**config.mk**
```make
export PLATFORM = sky130hd
export DESIGN_NAME = shu_top
export DESIGN_NICKNAME = d
export VERILOG_FILES = /design/src/rtl/shu_pkg.sv /design/src/rtl/shu_decode.sv /design/src/rtl/shu_barrel.sv /design/src/rtl/shu_flags.sv /design/src/rtl/shu_top.sv
export SDC_FILE = /design/constraint.sdc
export NUM_CORES = 1
export LEC_CHECK = 0
export BUFFER_PORTS_ARGS = -buffer_cell sky130_fd_sc_hd__buf_2
export CAP_MARGIN = 5
export CORE_MARGIN = 2
export CORE_UTILIZATION = 40
export DETAILED_ROUTE_END_ITERATION = 6
export GPL_TIMING_DRIVEN = 0
export PLACE_DENSITY = 0.59
export SLEW_MARGIN = 20
export SYNTH_ARGS = -nofsm -noshare
export SYNTH_HDL_FRONTEND = slang
export SYNTH_HIERARCHICAL = 1
export SYNTH_SLANG_ARGS = --single-unit
```
**constraint.sdc**
```tcl
create_clock -name vclk -period 4.39
set_input_delay 0.439 -clock vclk [all_inputs]
set_output_delay 0.439 -clock vclk [all_outputs]
set_load 0.03 [all_outputs]
```
**src/rtl/shu_pkg.sv**
```systemverilog
package shu_pkg;
  localparam int XLEN  = 32;
  localparam int CNT_W = 5;

  localparam logic [2:0] EXT_SHL = 3'd4;
  localparam logic [2:0] EXT_SHR = 3'd5;
  localparam logic [2:0] EXT_SAR = 3'd7;

  typedef enum logic [1:0] {
    KIND_NONE,
    KIND_LEFT,
    KIND_LRIGHT,
    KIND_ARIGHT
  } shift_kind_e;

  typedef struct packed {
    logic cf;
    logic of;
    logic zf;
    logic sf;
    logic pf;
  } flags_t;
endpackage

```
**src/rtl/shu_decode.sv**
```systemverilog
module shu_decode
  import shu_pkg::*;
#(
  parameter int DW = XLEN,
  parameter int CW = CNT_W
) (
  input  logic [DW-1:0] opnd_i,
  input  logic [1:0]    size_i,
  input  logic [2:0]    ext_i,
  input  logic [7:0]    cnt_raw_i,
  output shift_kind_e   kind_o,
  output logic [CW-1:0] cnt_o,
  output logic [DW-1:0] mask_o,
  output logic [DW-1:0] topsel_o,
  output logic [DW-1:0] opnd_z_o,
  output logic [DW-1:0] opnd_s_o,
  output logic          sign_o,
  output logic          active_o
);
  logic [DW-1:0] mask;
  logic [DW-1:0] topsel;
  logic          sign;

  always_comb begin
    case (size_i)
      2'd0:    mask = DW'({8{1'b1}});
      2'd1:    mask = DW'({16{1'b1}});
      default: mask = {DW{1'b1}};
    endcase
  end

  assign topsel = mask ^ (mask >> 1);
  assign sign   = |(opnd_i & topsel);

  always_comb begin
    case (ext_i)
      EXT_SHL: kind_o = KIND_LEFT;
      EXT_SHR: kind_o = KIND_LRIGHT;
      EXT_SAR: kind_o = KIND_ARIGHT;
      default: kind_o = KIND_NONE;
    endcase
  end

  assign cnt_o    = cnt_raw_i[CW-1:0];
  assign mask_o   = mask;
  assign topsel_o = topsel;
  assign sign_o   = sign;
  assign opnd_z_o = opnd_i & mask;
  assign opnd_s_o = (opnd_i & mask) | (sign ? ~mask : '0);
  assign active_o = (kind_o != KIND_NONE) && (cnt_o != '0);
endmodule

```
**src/rtl/shu_barrel.sv**
```systemverilog
module shu_barrel #(
  parameter int W    = 64,
  parameter int SW   = 5,
  parameter bit LEFT = 1'b1
) (
  input  logic [W-1:0]  din,
  input  logic          fill,
  input  logic [SW-1:0] amt,
  output logic [W-1:0]  dout
);
  logic [W-1:0] stg [0:SW];

  assign stg[0] = din;

  for (genvar i = 0; i < SW; i++) begin : g_stage
    localparam int STEP = 1 << i;
    if (LEFT) begin : g_left
      assign stg[i+1] = amt[i] ? {stg[i][W-1-STEP:0], {STEP{1'b0}}} : stg[i];
    end else begin : g_right
      assign stg[i+1] = amt[i] ? {{STEP{fill}}, stg[i][W-1:STEP]} : stg[i];
    end
  end

  assign dout = stg[SW];
endmodule

```
**src/rtl/shu_flags.sv**
```systemverilog
module shu_flags
  import shu_pkg::*;
#(
  parameter int DW = XLEN,
  parameter int CW = CNT_W
) (
  input  shift_kind_e   kind_i,
  input  logic [CW-1:0] cnt_i,
  input  logic          active_i,
  input  logic [DW-1:0] res_i,
  input  logic [DW-1:0] topsel_i,
  input  logic          orig_sign_i,
  input  logic          cf_i,
  output flags_t        flags_o,
  output logic          we_o
);
  logic res_top;
  logic single;
  logic of_raw;

  assign res_top = |(res_i & topsel_i);
  assign single  = (cnt_i == CW'(1));

  always_comb begin
    case (kind_i)
      KIND_LEFT:   of_raw = res_top ^ cf_i;
      KIND_LRIGHT: of_raw = orig_sign_i;
      default:     of_raw = 1'b0;
    endcase
  end

  always_comb begin
    flags_o = '0;
    if (active_i) begin
      flags_o.cf = cf_i;
      flags_o.of = single & of_raw;
      flags_o.zf = (res_i == '0);
      flags_o.sf = res_top;
      flags_o.pf = ~^res_i[7:0];
    end
  end

  assign we_o = active_i;
endmodule

```
**src/rtl/shu_top.sv**
```systemverilog
module shu_top
  import shu_pkg::*;
#(
  parameter int DW = XLEN,
  parameter int CW = CNT_W
) (
  input  logic [DW-1:0] opnd_i,
  input  logic [1:0]    size_i,
  input  logic [2:0]    ext_i,
  input  logic [7:0]    cnt_raw_i,
  output logic [DW-1:0] res_o,
  output logic          cf_o,
  output logic          of_o,
  output logic          zf_o,
  output logic          sf_o,
  output logic          pf_o,
  output logic          flag_we_o
);
  localparam int WW = 2 * DW;

  shift_kind_e   kind;
  logic [CW-1:0] cnt;
  logic [DW-1:0] mask, topsel, opnd_z, opnd_s;
  logic          sign, active;
  logic [WW-1:0] lv, rv;
  logic [DW-1:0] res_sh, res;
  logic          cf_sh;
  flags_t        flags;

  shu_decode #(.DW(DW), .CW(CW)) u_dec (
    .opnd_i    (opnd_i),
    .size_i    (size_i),
    .ext_i     (ext_i),
    .cnt_raw_i (cnt_raw_i),
    .kind_o    (kind),
    .cnt_o     (cnt),
    .mask_o    (mask),
    .topsel_o  (topsel),
    .opnd_z_o  (opnd_z),
    .opnd_s_o  (opnd_s),
    .sign_o    (sign),
    .active_o  (active)
  );

  shu_barrel #(.W(WW), .SW(CW), .LEFT(1'b1)) u_lsh (
    .din  ({{DW{1'b0}}, opnd_z}),
    .fill (1'b0),
    .amt  (cnt),
    .dout (lv)
  );

  shu_barrel #(.W(WW), .SW(CW), .LEFT(1'b0)) u_rsh (
    .din  ({(kind == KIND_ARIGHT) ? opnd_s : opnd_z, {DW{1'b0}}}),
    .fill ((kind == KIND_ARIGHT) & sign),
    .amt  (cnt),
    .dout (rv)
  );

  always_comb begin
    if (kind == KIND_LEFT) begin
      res_sh = lv[DW-1:0] & mask;
      cf_sh  = |(lv & ({{DW{1'b0}}, topsel} << 1));
    end else begin
      res_sh = rv[WW-1:DW] & mask;
      cf_sh  = rv[DW-1];
    end
  end

  assign res = active ? res_sh : opnd_z;

  shu_flags #(.DW(DW), .CW(CW)) u_flg (
    .kind_i      (kind),
    .cnt_i       (cnt),
    .active_i    (active),
    .res_i       (res),
    .topsel_i    (topsel),
    .orig_sign_i (sign),
    .cf_i        (cf_sh),
    .flags_o     (flags),
    .we_o        (flag_we_o)
  );

  assign res_o = res;
  assign cf_o  = flags.cf;
  assign of_o  = flags.of;
  assign zf_o  = flags.zf;
  assign sf_o  = flags.sf;
  assign pf_o  = flags.pf;
endmodule

```
==> results of run 1 <==
## through the flow
stage,power (mW),utilization,hold WS [ns],cells,setup TNS [ns]
2_1_floorplan,0.769,-,1.19,890,0
3_3_place_gp,1.06,0.458,1.45,1183,-2.67
3_5_place_dp,1.05,0.458,1.45,1183,-2.69
4_1_cts,1.10,0.476,1.42,1196,-1.27
5_1_grt,1.25,0.494,1.47,1208,-1.56
6_report,1.20,0.494,1.44,1208,-1.14
## timing repair
action / in CTS / in global routing
pin swaps: 10 / 17
setup endpoints to repair: 4 / 4
setup buffers: 12 / 14
gates cloned: 1 / 0
gates resized for setup: 61 / 64
## worst min-delay path, cell delays in order
cell and delay, ns:
buf_4 0.15, inv_1 0.07, o22ai_2 0.13, buf_2 0.21
## metal layers
| metal | track usage | wire (um) | up-vias | share of wire |
|---|---|---|---|---|
| li1 | - | - | 3310 | - |
| met1 | 0.419 | 11500 | 3499 | 0.39 |
| met2 | 0.532 | 13900 | 483 | 0.47 |
| met3 | 0.0374 | 2780 | 71 | 0.095 |
| met4 | 0.0871 | 1050 | 0 | 0.036 |
| met5 | 0 | 0 | - | 0 |
## layout make-up
| type | count | area (um2) | share of cell area |
|---|---|---|---|
| Timing Repair Buffer | 100 | 643 | 0.0786 |
| Tap cell | 220 | 275 | 0.0336 |
| Buffer | 185 | 1220 | 0.149 |
| Multi-Input combinational cell | 643 | 5820 | 0.711 |
| Inverter | 60 | 225 | 0.0275 |
## power by group through the flow
| stage | Sequential, mW | Combinational [mW] | Clock (mW) |
|---|---|---|---|
| finish | 0 | 1.20 | 0 |
| CTS | 0 | 1.10 | 0 |
| global route | 0 | 1.25 | 0 |
| global placement | 0 | 1.06 | 0 |
| floorplan | 0 | 0.769 | 0 |
| detailed placement | 0 | 1.05 | 0 |
## worst min-delay path by stage
stage | slack (ns) | start | cells after the start | endpoint
2_1_floorplan | 1.19 | ext_i[2] | 2 | flag_we_o
4_1_cts | 1.42 | opnd_i[4] | 4 | res_o[4]
6_report | 1.44 | opnd_i[4] | 4 | res_o[4]
3_3_place_gp | 1.45 | opnd_i[2] | 4 | res_o[2]
3_5_place_dp | 1.45 | opnd_i[2] | 4 | res_o[2]
5_1_grt | 1.47 | opnd_i[5] | 4 | res_o[5]
==> flow_metrics.env, run 1 <==
export IMPL_startpoint="ext_i[1]"
export IMPL_power_frac_comb=1.000
export IMPL_core_mm2=0.0166
export IMPL_antenna_found_initial=0
export IMPL_cap_violations=0
export IMPL_maxSlewHeadroom=0.438
export IMPL_clock_buffers=0
export IMPL_placed_cell_area_mm2=0.00759
export IMPL_grt_pass1_vias=6893
export IMPL_seqPwrFrac=0
export IMPL_p_int_uw=521
export IMPL_syn_area_per_cell_um2=7.95
export IMPL_post_route_period_util=1.08
export IMPL_period_minus_slack_ns=4.73
export IMPL_leakagePower_nw=3.64
export IMPL_critPathRequiredTime_ns=3.95
export IMPL_grt_ovfl_total=0
export IMPL_antenna_left=0
export IMPL_die_height_um=134
export IMPL_dieArea_mm2=0.0180
export IMPL_synthCells=854
export IMPL_critPathTopFamily="multiplexers"
export IMPL_final_area_mm2=0.00819
export IMPL_powerDensity_mw_per_mm2=146
export IMPL_drc_errors=0
export IMPL_nFillCells=1696
export IMPL_worst_pin_slew_ns=0.843
export IMPL_cp_slowest_cell="mux4_2"
export IMPL_arrival_ns=4.29
export IMPL_pwr_share_clk=0
export IMPL_hp_class="primary input to primary output"
export IMPL_grt_pass1_wl_um=42800
export IMPL_setup_viol=4
export IMPL_critPathCapture="pf_o"
export IMPL_seq_area_um2=0
export IMPL_crit_buf_inv=6
export IMPL_first_pass_iters=5
export IMPL_swShare=0.564
export IMPL_violations="negative setup slack"
export IMPL_path_cells="buf_8, xnor2_2, and2_4, nand2_8, buf_6, mux2_4, mux4_2, mux2_4, a22o_1, a211o_1, mux2i_2, o22ai_4, buf_4, buf_6, inv_1, ha_4, xor2_2, xnor2_1, and2_2, buf_6"
export IMPL_hold_viol=0
export IMPL_final_cell_mix="buf_4, buf_2, mux2i_1"
export IMPL_crit_top_cell="buf_6"
export IMPL_ioPinCount=83
export IMPL_dp_hpwl_um=23800
export IMPL_cts_hold_buf=0
export IMPL_crit_type="primary input to primary output"
export IMPL_worst_path_stages=20
export IMPL_grtUsageTotal=0.313
export IMPL_drt_iter0_markers=935
export IMPL_rows=47
export IMPL_drv_slew=0
export IMPL_seq_cells=0
export IMPL_gp_congestion=0.995
export IMPL_die_x_um=134
export IMPL_grt_max_degree=18
export IMPL_rsz0062_at_grt="true"
export IMPL_port_buffers=73
export IMPL_clock_fmax_mhz=211
export IMPL_area_growth_pct=20.6
export IMPL_n_antenna_cell=0
export IMPL_max_stage_delay_ns=0.52
export IMPL_synthesis_area_mm2=0.00679
export IMPL_final_common_cell="buf_4"
export IMPL_wirelength_um=29200
export IMPL_drt_wirelength_per_cell_um=24.2
export IMPL_worstPathMaxFanout=6
export IMPL_vias=7363
export IMPL_dp_slack_ns=-0.766
export IMPL_status="complete, but fails checks"
export IMPL_p_sw_uw=675
export IMPL_setup_ws_ns=-0.340
export IMPL_finalNetCount=1041
export IMPL_irDropWorstVdd_mv=0.0563
export IMPL_yosys_warnings=6
export IMPL_layout_drive_gt1_share=0.436
export IMPL_crit_path_end_kind="primary output"
export IMPL_via_per_inst=6.10
export IMPL_cp_start_kind="primary input"
export IMPL_start_util=0.409
(Power assumes the default switching activity.)
==> inputs of run 2 (changes only) <==
--- a/config.mk
+++ b/config.mk
@@ -5,6 +5,7 @@
 export SDC_FILE = /design/constraint.sdc
 export NUM_CORES = 1
 export LEC_CHECK = 0
+export ABC_AREA = 1
 export BUFFER_PORTS_ARGS = -buffer_cell sky130_fd_sc_hd__buf_2
 export CAP_MARGIN = 5
 export CORE_MARGIN = 2
==> run 2 against run 1 <==
The flow now finishes without violations. Via count is 29% higher. Fmax is 11% higher. Hold slack lost 0.061 ns. First-iteration DRC count increased by 29%. Count of clock-buffer cells in the layout did not move. Sequential share of layout area stayed put. Critical path type unchanged.
==> flow_metrics.env, run 2 <==
export IMPL_status="finished clean"
export IMPL_maxSlewHeadroom=0.471
export IMPL_crit_type="primary input to primary output"
export IMPL_clock_buffers=0
export IMPL_nFillCells=1946
export IMPL_worstPathMaxFanout=10
export IMPL_clock_fmax_mhz=234
export IMPL_die_x_um=134
export IMPL_pwr_share_clk=0
export IMPL_rsz0062_at_grt="true"
export IMPL_drv_slew=0
export IMPL_placed_cell_area_mm2=0.00748
export IMPL_powerDensity_mw_per_mm2=138
export IMPL_multi_input_area_mm2=0.00527
export IMPL_setup_tns_ns=0
export IMPL_wirelength_um=30700
export IMPL_grtUsageTotal=0.324
export IMPL_worst_pin_slew_ns=0.794
export IMPL_gp_congestion=0.994
export IMPL_die_height_um=134
export IMPL_yosys_warnings=6
export IMPL_final_area_mm2=0.00765
export IMPL_period_minus_slack_ns=4.28
export IMPL_final_common_cell="nand3_1"
export IMPL_leakagePower_nw=4.32
export IMPL_seq_area_um2=0
export IMPL_hold_viol=0
export IMPL_hp_class="primary input to primary output"
export IMPL_layout_cells_non_filler=1716
export IMPL_layout_drive_gt1_share=0.196
export IMPL_place_inst=1714
export IMPL_via_per_inst=5.54
export IMPL_grt_pass1_wl_um=45000
export IMPL_p_sw_uw=699
export IMPL_antenna_found_initial=1
export IMPL_cap_violations=0
export IMPL_total_power_mw=1.05
export IMPL_seq_cells=0
export IMPL_setup_viol=0
export IMPL_drc_errors=0
export IMPL_final_cell_mix="nand3_1, nand2_1, buf_2"
export IMPL_n_antenna_cell=0
export IMPL_vias=9499
export IMPL_post_route_period_util=0.974
export IMPL_drt_wirelength_per_cell_um=17.9
export IMPL_power_frac_comb=1.000
export IMPL_antenna_left=0
export IMPL_cp_start_kind="primary input"
export IMPL_first_pass_iters=6
export IMPL_synthCells=1386
export IMPL_drt_iter0_markers=1207
export IMPL_arrival_ns=3.84
export IMPL_critPathRequiredTime_ns=3.95
export IMPL_start_util=0.408
export IMPL_irDropWorstVdd_mv=0.101
export IMPL_seqPwrFrac=0
export IMPL_p_int_uw=353
export IMPL_hold_worst_slack_ns=1.38
export IMPL_holdPathStages=4
export IMPL_finalNetCount=1549
export IMPL_port_buffers=72
export IMPL_rows=47
export IMPL_core_mm2=0.0165
export IMPL_grt_ovfl_total=0
export IMPL_syn_area_per_cell_um2=4.84
export IMPL_area_growth_pct=14.0
export IMPL_synthesis_area_mm2=0.00671
export IMPL_ioPinCount=83
export IMPL_crit_path_end_kind="primary output"
export IMPL_dieArea_mm2=0.0178
export IMPL_grt_pass1_vias=8389
export IMPL_swShare=0.664
export IMPL_grt_max_degree=18
export IMPL_dp_hpwl_um=26000
-- run 2: worst paths after layout --
check       from        to
min    opnd_i[0]  res_o[0]
max     ext_i[0]      zf_o
-- run 2: final cells by class --
class	count	share of cell area
Buffer	217	0.179
Inverter	95	0.0473
Multi-Input combinational cell	1110	0.688
Tap cell	220	0.0360
Timing Repair Buffer	74	0.0494
-- run 2: power by group through the flow --
stage               clock network [mW]  logic [mW]  registers, mW
floorplan                            0       0.725              0
global placement                     0       0.992              0
detailed placement                   0       0.993              0
CTS                                  0        1.00              0
global route                         0        1.14              0
finish                               0        1.05              0
-- run 2: worst max-delay path, stage by stage --
cell	delay, ns
buf_2	0.10
inv_1	0.10
a21boi_2	0.07
nor2b_4	0.13
nand2_1	0.07
buf_4	0.20
clkbuf_4	0.27
a21oi_1	0.15
nand2_1	0.11
nand3_1	0.11
nand3_1	0.14
nand3_1	0.12
nand3_1	0.13
nand2_1	0.07
or2_2	0.30
o2111ai_1	0.07
o21ai_0	0.24
nor4_1	0.41
nand4_1	0.26
nor2_1	0.17
buf_4	0.17
-- run 2: routing by layer --
metal	vias up	global-route usage	share of wire
li1	4682	-	-
met1	4203	0.456	0.43
met2	556	0.495	0.41
met3	58	0.0677	0.12
met4	0	0.102	0.039
met5	-	0	0
-- run 2: what timing repair did --
item,CTS,global route
setup endpoints to repair,3,4
pin swaps,0,7
setup buffers,1,1
gates resized for setup,6,42
hold buffers,0,0
-- run 2: metrics by stage --
step | setup WS [ns] | util
after floorplan | 0.100 | -
after global placement | -0.346 | 0.454
after detailed placement | -0.350 | 0.454
after CTS | 0.0218 | 0.456
after global routing | -0.119 | 0.465
final | 0.114 | 0.465
==> inputs of run 3 (changes only) <==
--- a/config.mk
+++ b/config.mk
@@ -12,7 +12,7 @@
 export CORE_UTILIZATION = 40
 export DETAILED_ROUTE_END_ITERATION = 6
 export GPL_TIMING_DRIVEN = 0
-export PLACE_DENSITY = 0.59
+export PLACE_DENSITY = 0.53
 export SLEW_MARGIN = 20
 export SYNTH_ARGS = -nofsm -noshare
 export SYNTH_HDL_FRONTEND = slang
==> constraint.sdc (replaced) <==
create_clock -name vclk -period 4.7
set_input_delay 0.47 -clock vclk [all_inputs]
set_output_delay 0.47 -clock vclk [all_outputs]
set_load 0.03 [all_outputs]
==> run 3 against run 2 <==
Combinational power fell by 7%. Sequential cell count did not move. Count of clock-buffer cells in the layout did not move. Largest cell class unchanged. Routed wire length rose by 3.8%. Hold slack improved by 0.048 ns. Utilization fell by 0.68 points. Highest routed layer unchanged.
==> flow_metrics.env, run 3 (same netlist as run 2, synthesis figures left out) <==
export IMPL_antenna_found_initial=1
export IMPL_total_power_uw=978
export IMPL_final_common_cell="nand3_1"
export IMPL_dieArea_mm2=0.0178
export IMPL_startpoint="ext_i[0]"
export IMPL_grtUsageTotal=0.349
export IMPL_clock_buffers=0
export IMPL_nFillCells=1993
export IMPL_status="finished clean"
export IMPL_worst_pin_slew_ns=0.721
export IMPL_grt_max_degree=18
export IMPL_cap_violations=0
export IMPL_port_buffers=72
export IMPL_hold_viol=0
export IMPL_dp_hpwl_um=27400
export IMPL_core_mm2=0.0165
export IMPL_period_minus_slack_ns=4.49
export IMPL_min_from="opnd_i[2]"
export IMPL_cp_start_kind="primary input"
export IMPL_irDropWorstVdd_mv=0.0929
export IMPL_vias=9451
export IMPL_layout_drive_gt1_share=0.181
export IMPL_gp_congestion=1.01
export IMPL_seqPwrFrac=0
export IMPL_powerDensity_mw_per_mm2=130
export IMPL_drt_wirelength_per_cell_um=18.6
export IMPL_via_per_inst=5.51
export IMPL_leakagePower_nw=4.29
export IMPL_drc_errors=0
export IMPL_rows=47
export IMPL_worstPathMaxFanout=10
export IMPL_cts_hold_buf=0
export IMPL_place_inst=1714
export IMPL_grt_ovfl_total=0
export IMPL_wirelength_um=31800
export IMPL_pwr_share_clk=0
export IMPL_seq_cells=0
export IMPL_post_route_period_util=0.954
export IMPL_clock_fmax_mhz=223
export IMPL_area_growth_pct=12.3
export IMPL_grt_pass1_wl_um=48100
export IMPL_rsz0062_at_grt="false"
export IMPL_antenna_left=0
export IMPL_multi_input_area_mm2=0.00518
export IMPL_grt_pass1_vias=8658
export IMPL_start_util=0.408
export IMPL_drt_iter0_markers=1116
export IMPL_seq_area_um2=0
export IMPL_drv_slew=0
export IMPL_finalNetCount=1548
export IMPL_die_x_um=134
export IMPL_crit_path_end_kind="primary output"
export IMPL_crit_type="primary input to primary output"
export IMPL_p_int_uw=324
export IMPL_hp_class="primary input to primary output"
export IMPL_layout_cells_non_filler=1715
export IMPL_setup_viol=0
export IMPL_power_frac_comb=1.000
export IMPL_swShare=0.668
export IMPL_p_sw_uw=654
export IMPL_critPathRequiredTime_ns=4.23
export IMPL_arrival_ns=4.02
export IMPL_maxSlewHeadroom=0.519
export IMPL_n_antenna_cell=0
export IMPL_first_pass_iters=6
export IMPL_final_cell_mix="nand3_1, nand2_1, buf_2"
export IMPL_die_height_um=134
export IMPL_ioPinCount=83
run 3: changes by cell type in the layout (fill, tap and decap cells not counted), sizes merged:
cell / change
buf: +1
clkbuf: -2
run 3: routing by layer:
layer	vias to the layer above	part of all wire	routed length, um	GRT usage
met3	42	0.11	3460	0.0712
met5	-	0	0	0
met2	520	0.41	13000	0.525
met4	0	0.028	904	0.0839
met1	4210	0.45	14400	0.507
li1	4679	-	-	-
run 3: layout make-up:
| type | count | share of cell area |
|---|---|---|
| multi-input combinational | 1110 | 0.687 |
| buffer | 217 | 0.180 |
| timing repair buffer | 73 | 0.0491 |
| inverter | 95 | 0.0480 |
| tap | 220 | 0.0365 |
run 3: stage by stage:
stage	area, um2	hold slack, ns	utilization	TNS, ns	setup slack [ns]
2_1_floorplan	6850	1.21	-	0	0.348
3_3_place_gp	7480	1.45	0.454	-0.123	-0.123
3_5_place_dp	7480	1.46	0.454	-0.174	-0.164
4_1_cts	7500	1.46	0.455	0	0.0390
5_1_grt	7540	1.45	0.458	0	0.00821
6_report	7540	1.43	0.458	0	0.215
run 3: worst paths after layout:
check,slack (ns),depth (start not counted),to
worst max-delay path,0.21,25,zf_o
worst min-delay path,1.43,4,res_o[2]
run 3: what timing repair did:
action | in CTS | in global routing
setup endpoints to repair | 2 | 3
endpoints found under the hold margin | 0 | 0
resized for setup | 2 | 15
pin swaps | 0 | 2
buffers inserted | 1 | 0
run 3: worst max-delay path, cell delays in order:
cell,delay [ns]
buf_2,0.09
inv_1,0.05
a21boi_2,0.14
nor2b_4,0.17
nand2_1,0.07
buf_4,0.19
buf_4,0.20
nor2_1,0.09
a21oi_1,0.09
nand2_1,0.13
nand3_1,0.09
nand3_1,0.14
nand3_1,0.15
nand3_1,0.19
nand2_1,0.08
or2_2,0.33
o2111ai_1,0.09
o21ai_0,0.18
inv_1,0.11
ha_1,0.16
inv_1,0.04
nor2_1,0.17
nand4_1,0.22
nor2_2,0.17
buf_4,0.18
run 3: power by group through the flow:
stage | Sequential [mW] | Combinational, mW | Clock (mW)
3_3_place_gp | 0 | 0.941 | 0
3_5_place_dp | 0 | 0.937 | 0
5_1_grt | 0 | 1.06 | 0
2_1_floorplan | 0 | 0.677 | 0
4_1_cts | 0 | 0.942 | 0
6_report | 0 | 0.978 | 0
